[config.mk]
export PLATFORM = sky130hd
export DESIGN_NAME = uart_xfc_status
export DESIGN_NICKNAME = d
export VERILOG_FILES = /design/src/rtl/xfc_pkg.sv /design/src/rtl/xfc_sticky_flag.sv /design/src/rtl/xfc_xon_sched.sv /design/src/rtl/xfc_status_pack.sv /design/src/rtl/uart_xfc_status.sv
export SDC_FILE = /design/constraint.sdc
export NUM_CORES = 1
export LEC_CHECK = 0
export ABC_AREA = 1
export ABC_CLOCK_PERIOD_IN_PS = 800
export CORE_AREA = 2 2 39 41
export CTS_CLUSTER_DIAMETER = 60
export DETAILED_ROUTE_END_ITERATION = 7
export DIE_AREA = 0 0 41 43
export PLACE_DENSITY_LB_ADDON = 0.25
export SLEW_MARGIN = 20
export SYNTH_ARGS = -nofsm -noshare
export SYNTH_HDL_FRONTEND = slang
export SYNTH_HIERARCHICAL = 1
export SYNTH_SLANG_ARGS = --single-unit
export TNS_END_PERCENT = 100
[constraint.sdc]
create_clock -name clk -period 0.8 [get_ports clk]
set_input_delay 0.08 -clock clk [delete_from_list [all_inputs] [get_ports clk]]
set_output_delay 0.08 -clock clk [all_outputs]
set_load 0.005 [all_outputs]
[src/rtl/xfc_pkg.sv]
// Package: shared bit positions and width of the flow control status word.
// Assumes software decodes the word by these fixed positions.
package xfc_pkg;
    localparam int STAT_W     = 8;
    localparam int B_LOC_HALT = 0;
    localparam int B_REM_HALT = 1;
    localparam int B_RTS      = 2;
    localparam int B_DTR      = 3;
    localparam int B_SPEC     = 4;
    localparam int B_RSVD     = 5;
    localparam int B_DEPTH    = 6;
    localparam int B_IDLE     = 7;
    localparam int DEEP_LIMIT = 16;

    typedef struct packed {
        logic loc_halt;
        logic rem_halt;
        logic spec;
    } xfc_flags_t;
endpackage

[src/rtl/xfc_sticky_flag.sv]
// Sticky flag with a set event, a clear cause and an overriding flush.
// Assumes all inputs are synchronous to clk. SET_WINS picks the priority
// between set and clear when both arrive together.
module xfc_sticky_flag #(
    parameter bit SET_WINS = 1'b1
) (
    input  logic clk,
    input  logic rst_n,
    input  logic flush,
    input  logic set_ev,
    input  logic clr_ev,
    output logic q
);
    logic nxt;

    // Next-state selection with the configured set/clear priority.
    generate
        if (SET_WINS) begin : g_set_first
            always_comb begin
                nxt = q;
                if (clr_ev) nxt = 1'b0;
                if (set_ev) nxt = 1'b1;
                if (flush)  nxt = 1'b0;
            end
        end else begin : g_clr_first
            always_comb begin
                nxt = q;
                if (set_ev) nxt = 1'b1;
                if (clr_ev) nxt = 1'b0;
                if (flush)  nxt = 1'b0;
            end
        end
    endgenerate

    // Flag storage with synchronous active-low reset.
    always_ff @(posedge clk) begin
        if (!rst_n) q <= 1'b0;
        else        q <= nxt;
    end
endmodule

[src/rtl/xfc_xon_sched.sv]
// XON request scheduler: records a pending XON and issues it as a one-cycle
// pulse once the transmitter offers a slot. Assumes the transmitter takes
// the character in the same cycle it sees the pulse.
module xfc_xon_sched (
    input  logic clk,
    input  logic rst_n,
    input  logic flush,
    input  logic trigger,
    input  logic slot,
    output logic req
);
    logic pending;
    logic issue;

    // A request leaves the queue when a slot is offered while pending.
    always_comb issue = pending && slot && !flush;

    // Pending state: cleared on issue or flush, set by a new trigger.
    always_ff @(posedge clk) begin
        if (!rst_n) begin
            pending <= 1'b0;
        end else if (flush) begin
            pending <= 1'b0;
        end else if (trigger) begin
            pending <= 1'b1;
        end else if (issue) begin
            pending <= 1'b0;
        end
    end

    // Registered single-cycle request pulse.
    always_ff @(posedge clk) begin
        if (!rst_n) req <= 1'b0;
        else        req <= issue;
    end
endmodule

[src/rtl/xfc_status_pack.sv]
// Assembles the status word from stored flags and live inputs.
// Assumes the pin inputs are already synchronised to clk.
module xfc_status_pack
    import xfc_pkg::*;
#(
    parameter int FIFO_DEPTH = 128
) (
    input  xfc_flags_t        flags,
    input  logic              rts_n_level,
    input  logic              dtr_n_level,
    input  logic              rts_flow_hold,
    input  logic              dtr_flow_hold,
    input  logic              loopback,
    input  logic              tx_fifo_empty,
    input  logic              tx_shift_empty,
    output logic [STAT_W-1:0] status
);
    localparam bit DEEP = (FIFO_DEPTH > DEEP_LIMIT);

    logic depth_bit;

    // Fixed FIFO-size indication chosen by the depth parameter.
    generate
        if (DEEP) begin : g_deep
            assign depth_bit = 1'b1;
        end else begin : g_shallow
            assign depth_bit = 1'b0;
        end
    endgenerate

    // Bit-by-bit assembly of the readable word.
    always_comb begin
        status             = '0;
        status[B_LOC_HALT] = flags.loc_halt;
        status[B_REM_HALT] = flags.rem_halt;
        status[B_RTS]      = loopback ? rts_flow_hold : ~rts_n_level;
        status[B_DTR]      = loopback ? dtr_flow_hold : ~dtr_n_level;
        status[B_SPEC]     = flags.spec;
        status[B_RSVD]     = 1'b0;
        status[B_DEPTH]    = depth_bit;
        status[B_IDLE]     = tx_fifo_empty & tx_shift_empty;
    end
endmodule

[src/rtl/uart_xfc_status.sv]
// Top: in-band flow control status register and control engine for one
// UART channel. Assumes character decode upstream delivers one-cycle pulses
// and that read and write strobes last one cycle per access.
module uart_xfc_status
    import xfc_pkg::*;
#(
    parameter int FIFO_DEPTH = 128
) (
    input  logic              clk,
    input  logic              rst_n,
    input  logic              soft_rst,
    input  logic              rx_xoff_hit,
    input  logic              rx_xon_hit,
    input  logic              rx_special_hit,
    input  logic              tx_sent_xoff,
    input  logic              tx_sent_xon,
    input  logic              xon_slot,
    input  logic              tx_fifo_empty,
    input  logic              tx_shift_empty,
    input  logic              rts_n_level,
    input  logic              dtr_n_level,
    input  logic              rts_flow_hold,
    input  logic              dtr_flow_hold,
    input  logic              loopback,
    input  logic              reg_wr,
    input  logic              reg_rd,
    input  logic [STAT_W-1:0] reg_wdata,
    output logic [STAT_W-1:0] reg_status,
    output logic              tx_inhibit,
    output logic              xon_req
);
    xfc_flags_t flags;
    logic       wr_rel_loc;
    logic       wr_rel_rem;
    logic       xon_trig;

    // Decode of the write-zero release requests for the two halt flags.
    always_comb begin
        wr_rel_loc = reg_wr && !reg_wdata[B_LOC_HALT];
        wr_rel_rem = reg_wr && !reg_wdata[B_REM_HALT];
        xon_trig   = wr_rel_rem && flags.rem_halt;
    end

    xfc_sticky_flag #(.SET_WINS(1'b1)) u_loc (
        .clk(clk), .rst_n(rst_n), .flush(soft_rst),
        .set_ev(rx_xoff_hit), .clr_ev(rx_xon_hit || wr_rel_loc),
        .q(flags.loc_halt)
    );

    xfc_sticky_flag #(.SET_WINS(1'b1)) u_rem (
        .clk(clk), .rst_n(rst_n), .flush(soft_rst),
        .set_ev(tx_sent_xoff), .clr_ev(tx_sent_xon || wr_rel_rem),
        .q(flags.rem_halt)
    );

    xfc_sticky_flag #(.SET_WINS(1'b1)) u_spec (
        .clk(clk), .rst_n(rst_n), .flush(1'b0),
        .set_ev(rx_special_hit), .clr_ev(reg_rd),
        .q(flags.spec)
    );

    xfc_xon_sched u_xon (
        .clk(clk), .rst_n(rst_n), .flush(soft_rst),
        .trigger(xon_trig), .slot(xon_slot), .req(xon_req)
    );

    xfc_status_pack #(.FIFO_DEPTH(FIFO_DEPTH)) u_pack (
        .flags(flags),
        .rts_n_level(rts_n_level), .dtr_n_level(dtr_n_level),
        .rts_flow_hold(rts_flow_hold), .dtr_flow_hold(dtr_flow_hold),
        .loopback(loopback),
        .tx_fifo_empty(tx_fifo_empty), .tx_shift_empty(tx_shift_empty),
        .status(reg_status)
    );

    // Transmit inhibit follows the local halt flag.
    always_comb tx_inhibit = flags.loc_halt;
endmodule

# Word level (Yosys, flattened, before mapping)
# Cells that the tools add are included.
[word_totals] wordCells=34 out_inout_bits=10 inputBits=26 ff_bits=5
[classes] reduce_logical=15 n_bitwise=4 muxes=10
[op_table] operator="two-way mux 1 bit" count=10
[op_table] operator="nonzero test 2 bit" count=4
[op_table] operator="logical AND 1 bit" count=5
[op_table] operator="zero test 1 bit" count=3
[op_table] operator="inverter 1 bit" count=3
[op_table] operator="logical OR 1 bit" count=2
[op_table] operator="OR reduction 2 bit" count=1
[op_table] operator="bitwise AND 1 bit" count=1

# Logic depth before layout (Yosys ltp)
# Gate-level depths: netlist of the first run.
[logic_depth] ltp_word=5 depth_mapped=6 ltp_nobuf=6

# By module
# The synthesis of the first run kept the hierarchy.
[modules_own_cells] module="xfc_sticky_flag" cells_per_inst=7 seq_area_each_um2=20.0 instances=3 area_per_inst_um2=47.5
[modules_own_cells] module="xfc_xon_sched" cells_per_inst=10 seq_area_each_um2=40.0 instances=1 area_per_inst_um2=75.1
[modules_own_cells] module="xfc_status_pack" cells_per_inst=13 seq_area_each_um2=0.0 instances=1 area_per_inst_um2=70.1
[modules_own_cells] module="uart_xfc_status" cells_per_inst=11 seq_area_each_um2=0.0 instances=1 area_per_inst_um2=43.8

# Worst setup path after synthesis of the first run
# Ideal clock, no wire load.
[synth_timing] path_kind="register to register" start="reg u_rem.q" end="reg u_xon.pending" n_path_buf=0 period_less_slack_ns=0.666 setup_time_ns=0.066 stages_incl_launch_ff=5 t_arrival_ns=0.600 setup_slack_ns=0.134 required_time_ns=0.734 path_cell_list="dfxtp_1 inv_1 nor2_2 inv_1 a21oi_2"
[synth_via] elab_chain_len=2 word_cells_on_any_way=3 cone_classes="mux (1); reduce/logical (2)"
[synth_lines] item="start, declared" line="xfc_sticky_flag.sv:12" text="output logic q"
[synth_lines] item="start signal, assigned" line="xfc_sticky_flag.sv:38" text="else q <= nxt;"
[synth_lines] item="logical AND 1 bit *" line="uart_xfc_status.sv:41" text="xon_trig = wr_rel_rem && flags.rem_halt;"
[synth_lines] item="via xon_trig" line="uart_xfc_status.sv:35" text="logic xon_trig;"
[synth_lines] item="two-way mux 1 bit or nonzero test 2 bit (tied branches)"
[synth_lines] item="end signal, assigned" line="xfc_xon_sched.sv:23" text="pending <= 1'b0;"
[synth_lines] item="end signal, assigned" line="xfc_xon_sched.sv:25" text="pending <= 1'b1;"
[synth_lines] item="end signal, assigned" line="xfc_xon_sched.sv:27" text="pending <= 1'b0;"
[synth_lines] item="end, declared" line="xfc_xon_sched.sv:12" text="logic pending;"
# Mark *: on every way through the listed nets, which the timed path passes. The rest lies on a longest branch.
# A chain may end at the register's enable or synchronous reset.

# Worst setup path after layout of the first run
[layout_timing] start="reg u_loc.q" end="out reg_status[0]"
[layout_rtl] item="start, declared" line="xfc_sticky_flag.sv:12"
[layout_rtl] item="start signal, assigned" line="xfc_sticky_flag.sv:38"
[layout_rtl] item="end, declared" line="uart_xfc_status.sv:28" text="output logic [STAT_W-1:0] reg_status,"
# No word-level cell between the ends.

==> results of run 1 <==
[power groups by stage]
stage               registers (mW)  clock network, mW  logic (mW)
floorplan                    0.266                  0      0.0658
global placement             0.266                  0       0.191
detailed placement           0.266                  0       0.191
CTS                          0.263              0.300       0.167
global route                 0.263              0.327       0.185
finish                       0.263              0.284       0.163
[cells by family after synthesis]
group | after synthesis | synth area share
buf+inv | 22 | 0.306
simple gates | 19 | 0.223
compound gates | 6 | 0.136
flops | 5 | 0.302
other cells | 3 | 0.0340
[layer usage]
layer	global-route usage	vias to the layer above
met5	0	-
met4	0.0600	0
met3	0.0262	0
met2	0.134	24
met1	0.112	137
li1	-	197
[metrics by stage]
stage,total power [mW],instances,setup WS (ns),utilization,hold slack (ns)
2_1_floorplan,0.331,55,0.134,-,0.206
6_report,0.709,98,0.0448,0.422,0.390
3_3_place_gp,0.456,94,-0.498,0.428,0.423
4_1_cts,0.730,98,0.00308,0.417,0.382
3_5_place_dp,0.457,94,-0.544,0.428,0.433
5_1_grt,0.775,98,0.00783,0.422,0.403
[cells in the final DEF (no fill, tap or decap)]
master / count
inv_1: 17
nand2_1: 17
clkdlybuf4s50_1: 12
buf_2: 8
dlygate4sd2_1: 4
a21oi_2: 4
clkbuf_4: 3
dlymetal6s2s_1: 3
dfxtp_2: 3
conb_1: 3
o21ai_1: 2
dfxtp_1: 2
nor2_2: 1
clkbuf_1: 1
buf_4: 1
nor2_1: 1
[cell type report]
class	count	area, µm²	share of cell area
timing repair buffer	28	240	0.411
multi-input combinational	28	130	0.223
clock buffer	4	26.3	0.0450
tap	16	20.0	0.0343
sequential	5	104	0.178
inverter	17	63.8	0.109
[flip-flops by register name, summed over array words and instances (netlist names)]
signal	flops
u_loc/q	1
u_spec/q	1
u_xon/pending	1
u_rem/q	1
u_xon/req	1
[Yosys cell counts (all sizes together)]
master	n
a21oi	4
inv	17
buf	5
o21ai	2
nand2	17
dfxtp	5
nor2	2
conb	3
[worst max-delay path by stage]
stage	slack (ns)	endpoint	cells after the start	startpoint
2_1_floorplan	0.13	u_xon/pending$_SDFFE_PP0P_	4	u_rem/q$_SDFFE_PP0P_
4_1_cts	0.003	reg_status[2]	3	rts_n_level
3_3_place_gp	-0.50	reg_status[3]	4	loopback
6_report	0.04	reg_status[0]	1	u_loc/q$_SDFFE_PP0P_
3_5_place_dp	-0.54	reg_status[3]	4	loopback
5_1_grt	0.008	u_rem/q$_SDFFE_PP0P_	7	reg_wdata[1]
[timing repair]
item / CTS / global route
hold endpoints to repair: 0 / 0
gates resized for setup: 41 / 3
cloned: 0 / 0
endpoints found under the setup margin: 9 / 4
pin swaps: 1 / 5
==> results.yml, run 1 <==
cts:
  postCtsSetupRepairBufs: 0
  numCtsBuffers: 3
  root_buffer: "clkbuf_4"
  clkTransAtPathRegs_ns: 0.04
  clkSinkCount: 5
  clock_latency_ns: 0.23
  htreeDepth: 1
  cts_hold_buf: 0
  cts_tree: "built"
  cts.path.max_buffers: 2
detailed_routing:
  wl_met1_um: 250
  vias: 358
  wl_met2_um: 275
  viasPerCell: 3.65
  drc: 0
  drtPass1Iterations: 2
  routed_wl_um: 645
  dr_wl_met3_um: 119
  avgRoutedWirePerCell_um: 6.58
  first_iter_violations: 1
  routed.top_layer: "met3"
  ant_nets: 0
power_and_ir_drop:
  p_comb_frac: 0.230
  p_sw_mw: 0.158
  ir_drop_mv: 0.313
  clkPwrFrac: 0.400
  p_int_mw: 0.552
  seqPwrFrac: 0.370
  switching_share: 0.222
  p_leak_nw: 0.340
  power_density_nw_per_um2: 1210
setup_path:
  crit_fanout: 3
  endpoint_kind: "primary output"
  reg2reg_from: "u_rem/q$_SDFFE_PP0P_"
  crit_arrival_ns: 0.68
  cp-start-kind: "flip-flop"
  critPathSlowestCell: "dfxtp_2"
  worstPathCellList: "buf_2"
  critPathTopFamily: "flip-flops"
  cp.buffers_inverters: 1
  rrSetupSlack_ns: 0.08
  reg2regPathDepth: 5
  cp_data_required_time_ns: 0.72
  critical_path.max_stage_delay_ns: 0.32
  r2r-end: "u_xon/pending$_SDFFE_PP0P_"
  path_class: "reg -> out"
logic_synthesis:
  synth_area_leaders: "dfxtp_1 (30%), inv_1 (19%), nand2_1 (19%)"
  ys_ff_latch: 5
  ys_seq_area_frac: 0.302
  synth_area_um2: 332
  syn_inst: 55
  syn_avg_cell_area_um2: 6.03
  yosysTopAreaCellShare: 0.302
  ys_types: 9
  synth_nets: 81
  yosysTopAreaCell: "dfxtp_1"
  yosysWarnings: 6
hold_path:
  min-delay-start: "rx_xoff_hit"
  min_path_type: "in -> reg"
  min_to: "u_loc/q$_SDFFE_PP0P_"
  min_path_cells: 3
die:
  die_h_um: 43
  dieArea_um2: 1760
  io_pins: 36
  die_w_um: 41
  coreArea_um2: 1380
  start_util: 0.240
  rows: 14
global_route:
  grt_max_degree: 5
  grt_usage: 0.0923
  grt_pass1_vias: 341
  grt_overflow: 0
  grt_pass1_wl_um: 1150
  antenna_found_initial: 0
layout:
  drive_above_1_share: 0.244
  area_growth_pct: 76.2
  nets: 109
  antenna_cells: 0
  fillers: 149
  design_area_um2: 584
placed_design:
  port_buffers: 27
  finalWeightedCongestion: 0.638
  dpl-instance-area_um2: 592
  dpl.hpwl_um: 547
sta:
  report.final.slew_viol_count: 0
  hold_viol_final: 0
  fin_crit_sh: 0.944
  tns_ns: 0
  setup_viol: 0
  fmax_mhz: 1320
  clock_skew_ns: 0.0000677
  final.min_clock_period_ns: 0.755
  rsz0062_at_grt: "false"
run_status:
  status: "completed"
run:
  cap_violations: 0
Note: power is estimated with default switching activity, not from simulation.
==> run 2, diff against run 1 <==
- SETUP_SLACK_MARGIN: unset -> 0.5
- SLEW_MARGIN: 20 -> 0
==> results.yml, run 2 (synthesis gave the netlist of run 1 again) <==
sta:
  hold_viol_final: 0
  clock_skew_ns: 0.00413
  tns_ns: 0
  rsz0062_at_grt: "true"
  report.final.slew_viol_count: 0
  fin_crit_sh: 0.966
  final.min_clock_period_ns: 0.773
  setup_viol: 0
  fmax_mhz: 1290
cts:
  cts_tree: "built"
  cts.path.max_buffers: 2
  root_buffer: "clkbuf_4"
  numCtsBuffers: 3
  clkTransAtPathRegs_ns: 0.05
  clock_latency_ns: 0.24
  htreeDepth: 1
  clkSinkCount: 5
layout:
  design_area_um2: 642
  multi_input_area_um2: 158
  antenna_cells: 0
  final_common_cell: "inv_1"
  fillers: 150
  register_area_um2: 106
  area_growth_pct: 93.6
  layout_common_cells: "inv_1 (16), nand2_1 (11), buf_6 (8)"
  drive_above_1_share: 0.488
  nets: 111
setup_path:
  r2r-end: "u_loc/q$_SDFFE_PP0P_"
  cp-start-kind: "flip-flop"
  critPathTopFamily: "flip-flops"
  reg2regPathDepth: 4
  cp_data_required_time_ns: 0.72
  reg2reg_from: "u_loc/q$_SDFFE_PP0P_"
  critPathSlowestCell: "dfxtp_2"
  critical_path.max_stage_delay_ns: 0.34
  cp.buffers_inverters: 1
  path_class: "reg -> out"
  rrSetupSlack_ns: 0.05
  worstPathCellList: "buf_2"
  endpoint_kind: "primary output"
  crit_arrival_ns: 0.69
  crit_fanout: 3
die:
  die_h_um: 43
  coreArea_um2: 1380
  start_util: 0.240
  io_pins: 36
  die_w_um: 41
  rows: 14
  dieArea_um2: 1760
global_route:
  grt_usage: 0.102
  grt_pass1_vias: 346
  grt_overflow: 0
  antenna_found_initial: 0
  grt_pass1_wl_um: 1170
  grt_max_degree: 5
hold_path:
  min_path_cells: 6
  min-delay-start: "tx_sent_xon"
  min_path_type: "in -> reg"
  min_to: "u_rem/q$_SDFFE_PP0P_"
power_and_ir_drop:
  ir_drop_mv: 0.480
  power_density_nw_per_um2: 1160
  p_comb_frac: 0.251
  clkPwrFrac: 0.397
  finalPower_mw: 0.748
  p_sw_mw: 0.192
  seqPwrFrac: 0.352
  switching_share: 0.256
  p_leak_nw: 0.367
  p_int_mw: 0.556
detailed_routing:
  drc: 0
  drtPass1Iterations: 2
  first_iter_violations: 8
  avgRoutedWirePerCell_um: 7.66
  vias: 391
  routed_wl_um: 766
  ant_nets: 0
  viasPerCell: 3.91
placed_design:
  dpl.hpwl_um: 618
  dpl-instance-area_um2: 597
  finalWeightedCongestion: 0.601
  port_buffers: 27
run_status:
  status: "completed"
run:
  cap_violations: 0
run 2: changes by cell type in the layout (fill, tap and decap cells not counted), moves of 3 or more:
cell,change
clkdlybuf4s50_1,-8
dlygate4sd2_1,+3
nand2_1,-6
nand2_2,+5
buf_6,+8
run 2: how the worst max path moves through the flow:
stage                               startpoint                    endpoint  slack, ns  depth (start not counted)
after CTS                 u_loc/q$_SDFFE_PP0P_               reg_status[0]       0.03                          1
after global routing      u_loc/q$_SDFFE_PP0P_               reg_status[0]      0.003                          1
after global placement                loopback               reg_status[3]      -0.50                          4
after detailed placement              loopback               reg_status[3]      -0.56                          4
after floorplan           u_rem/q$_SDFFE_PP0P_  u_xon/pending$_SDFFE_PP0P_       0.20                          4
final                     u_loc/q$_SDFFE_PP0P_                  tx_inhibit       0.03                          1
run 2: area by class of cell:
cell class,instances,area share
tap,16,0.0312
inverter,17,0.0994
clock inverter,1,0.00780
multi-input combinational,28,0.246
clock buffer,3,0.0351
sequential,5,0.166
timing repair buffer,30,0.415
run 2: per-stage QoR:
stage                     utilization  setup WS [ns]  cells  hold WS, ns
final                           0.464         0.0272    100        0.180
after global routing            0.464        0.00308    100        0.210
after CTS                       0.424         0.0293     99        0.203
after detailed placement        0.431         -0.561     94        0.420
after global placement          0.431         -0.503     94        0.414
after floorplan                     -          0.197     55        0.199
run 2: power by group through the flow:
stage / clock (mW) / combinational [mW] / sequential, mW
2_1_floorplan: 0 / 0.0691 / 0.268
3_3_place_gp: 0 / 0.192 / 0.267
3_5_place_dp: 0 / 0.194 / 0.267
4_1_cts: 0.304 / 0.165 / 0.263
5_1_grt: 0.326 / 0.209 / 0.264
6_report: 0.297 / 0.187 / 0.263
run 2: repair_timing:
action | in CTS | in global routing
gates resized for setup | 64 | 17
endpoints found under the hold margin | 0 | 0
setup buffers | 1 | 1
hold buffers | 0 | 0
setup endpoints to repair | 13 | 13
pin swaps | 10 | 6
run 2: routing by layer:
layer | GRT usage | part of all wire | vias up
met5 | 0 | 0 | -
met4 | 0.100 | 0.030 | 0
met3 | 0.0366 | 0.13 | 4
met2 | 0.159 | 0.52 | 25
met1 | 0.0927 | 0.32 | 160
li1 | - | - | 202
run 2: tightest hold or removal path: stages:
cell and delay, ns:
dlymetal6s2s_1 0.08, inv_1 0.04, nand2_1 0.04, inv_1 0.04, nand2_2 0.06, a21oi_2 0.04
==> run 3, diff against run 2 <==
- SKIP_LAST_GASP: unset -> 1
==> results of run 3 <==
No change in the layout: final DEF, timing and power equal those of run 2.
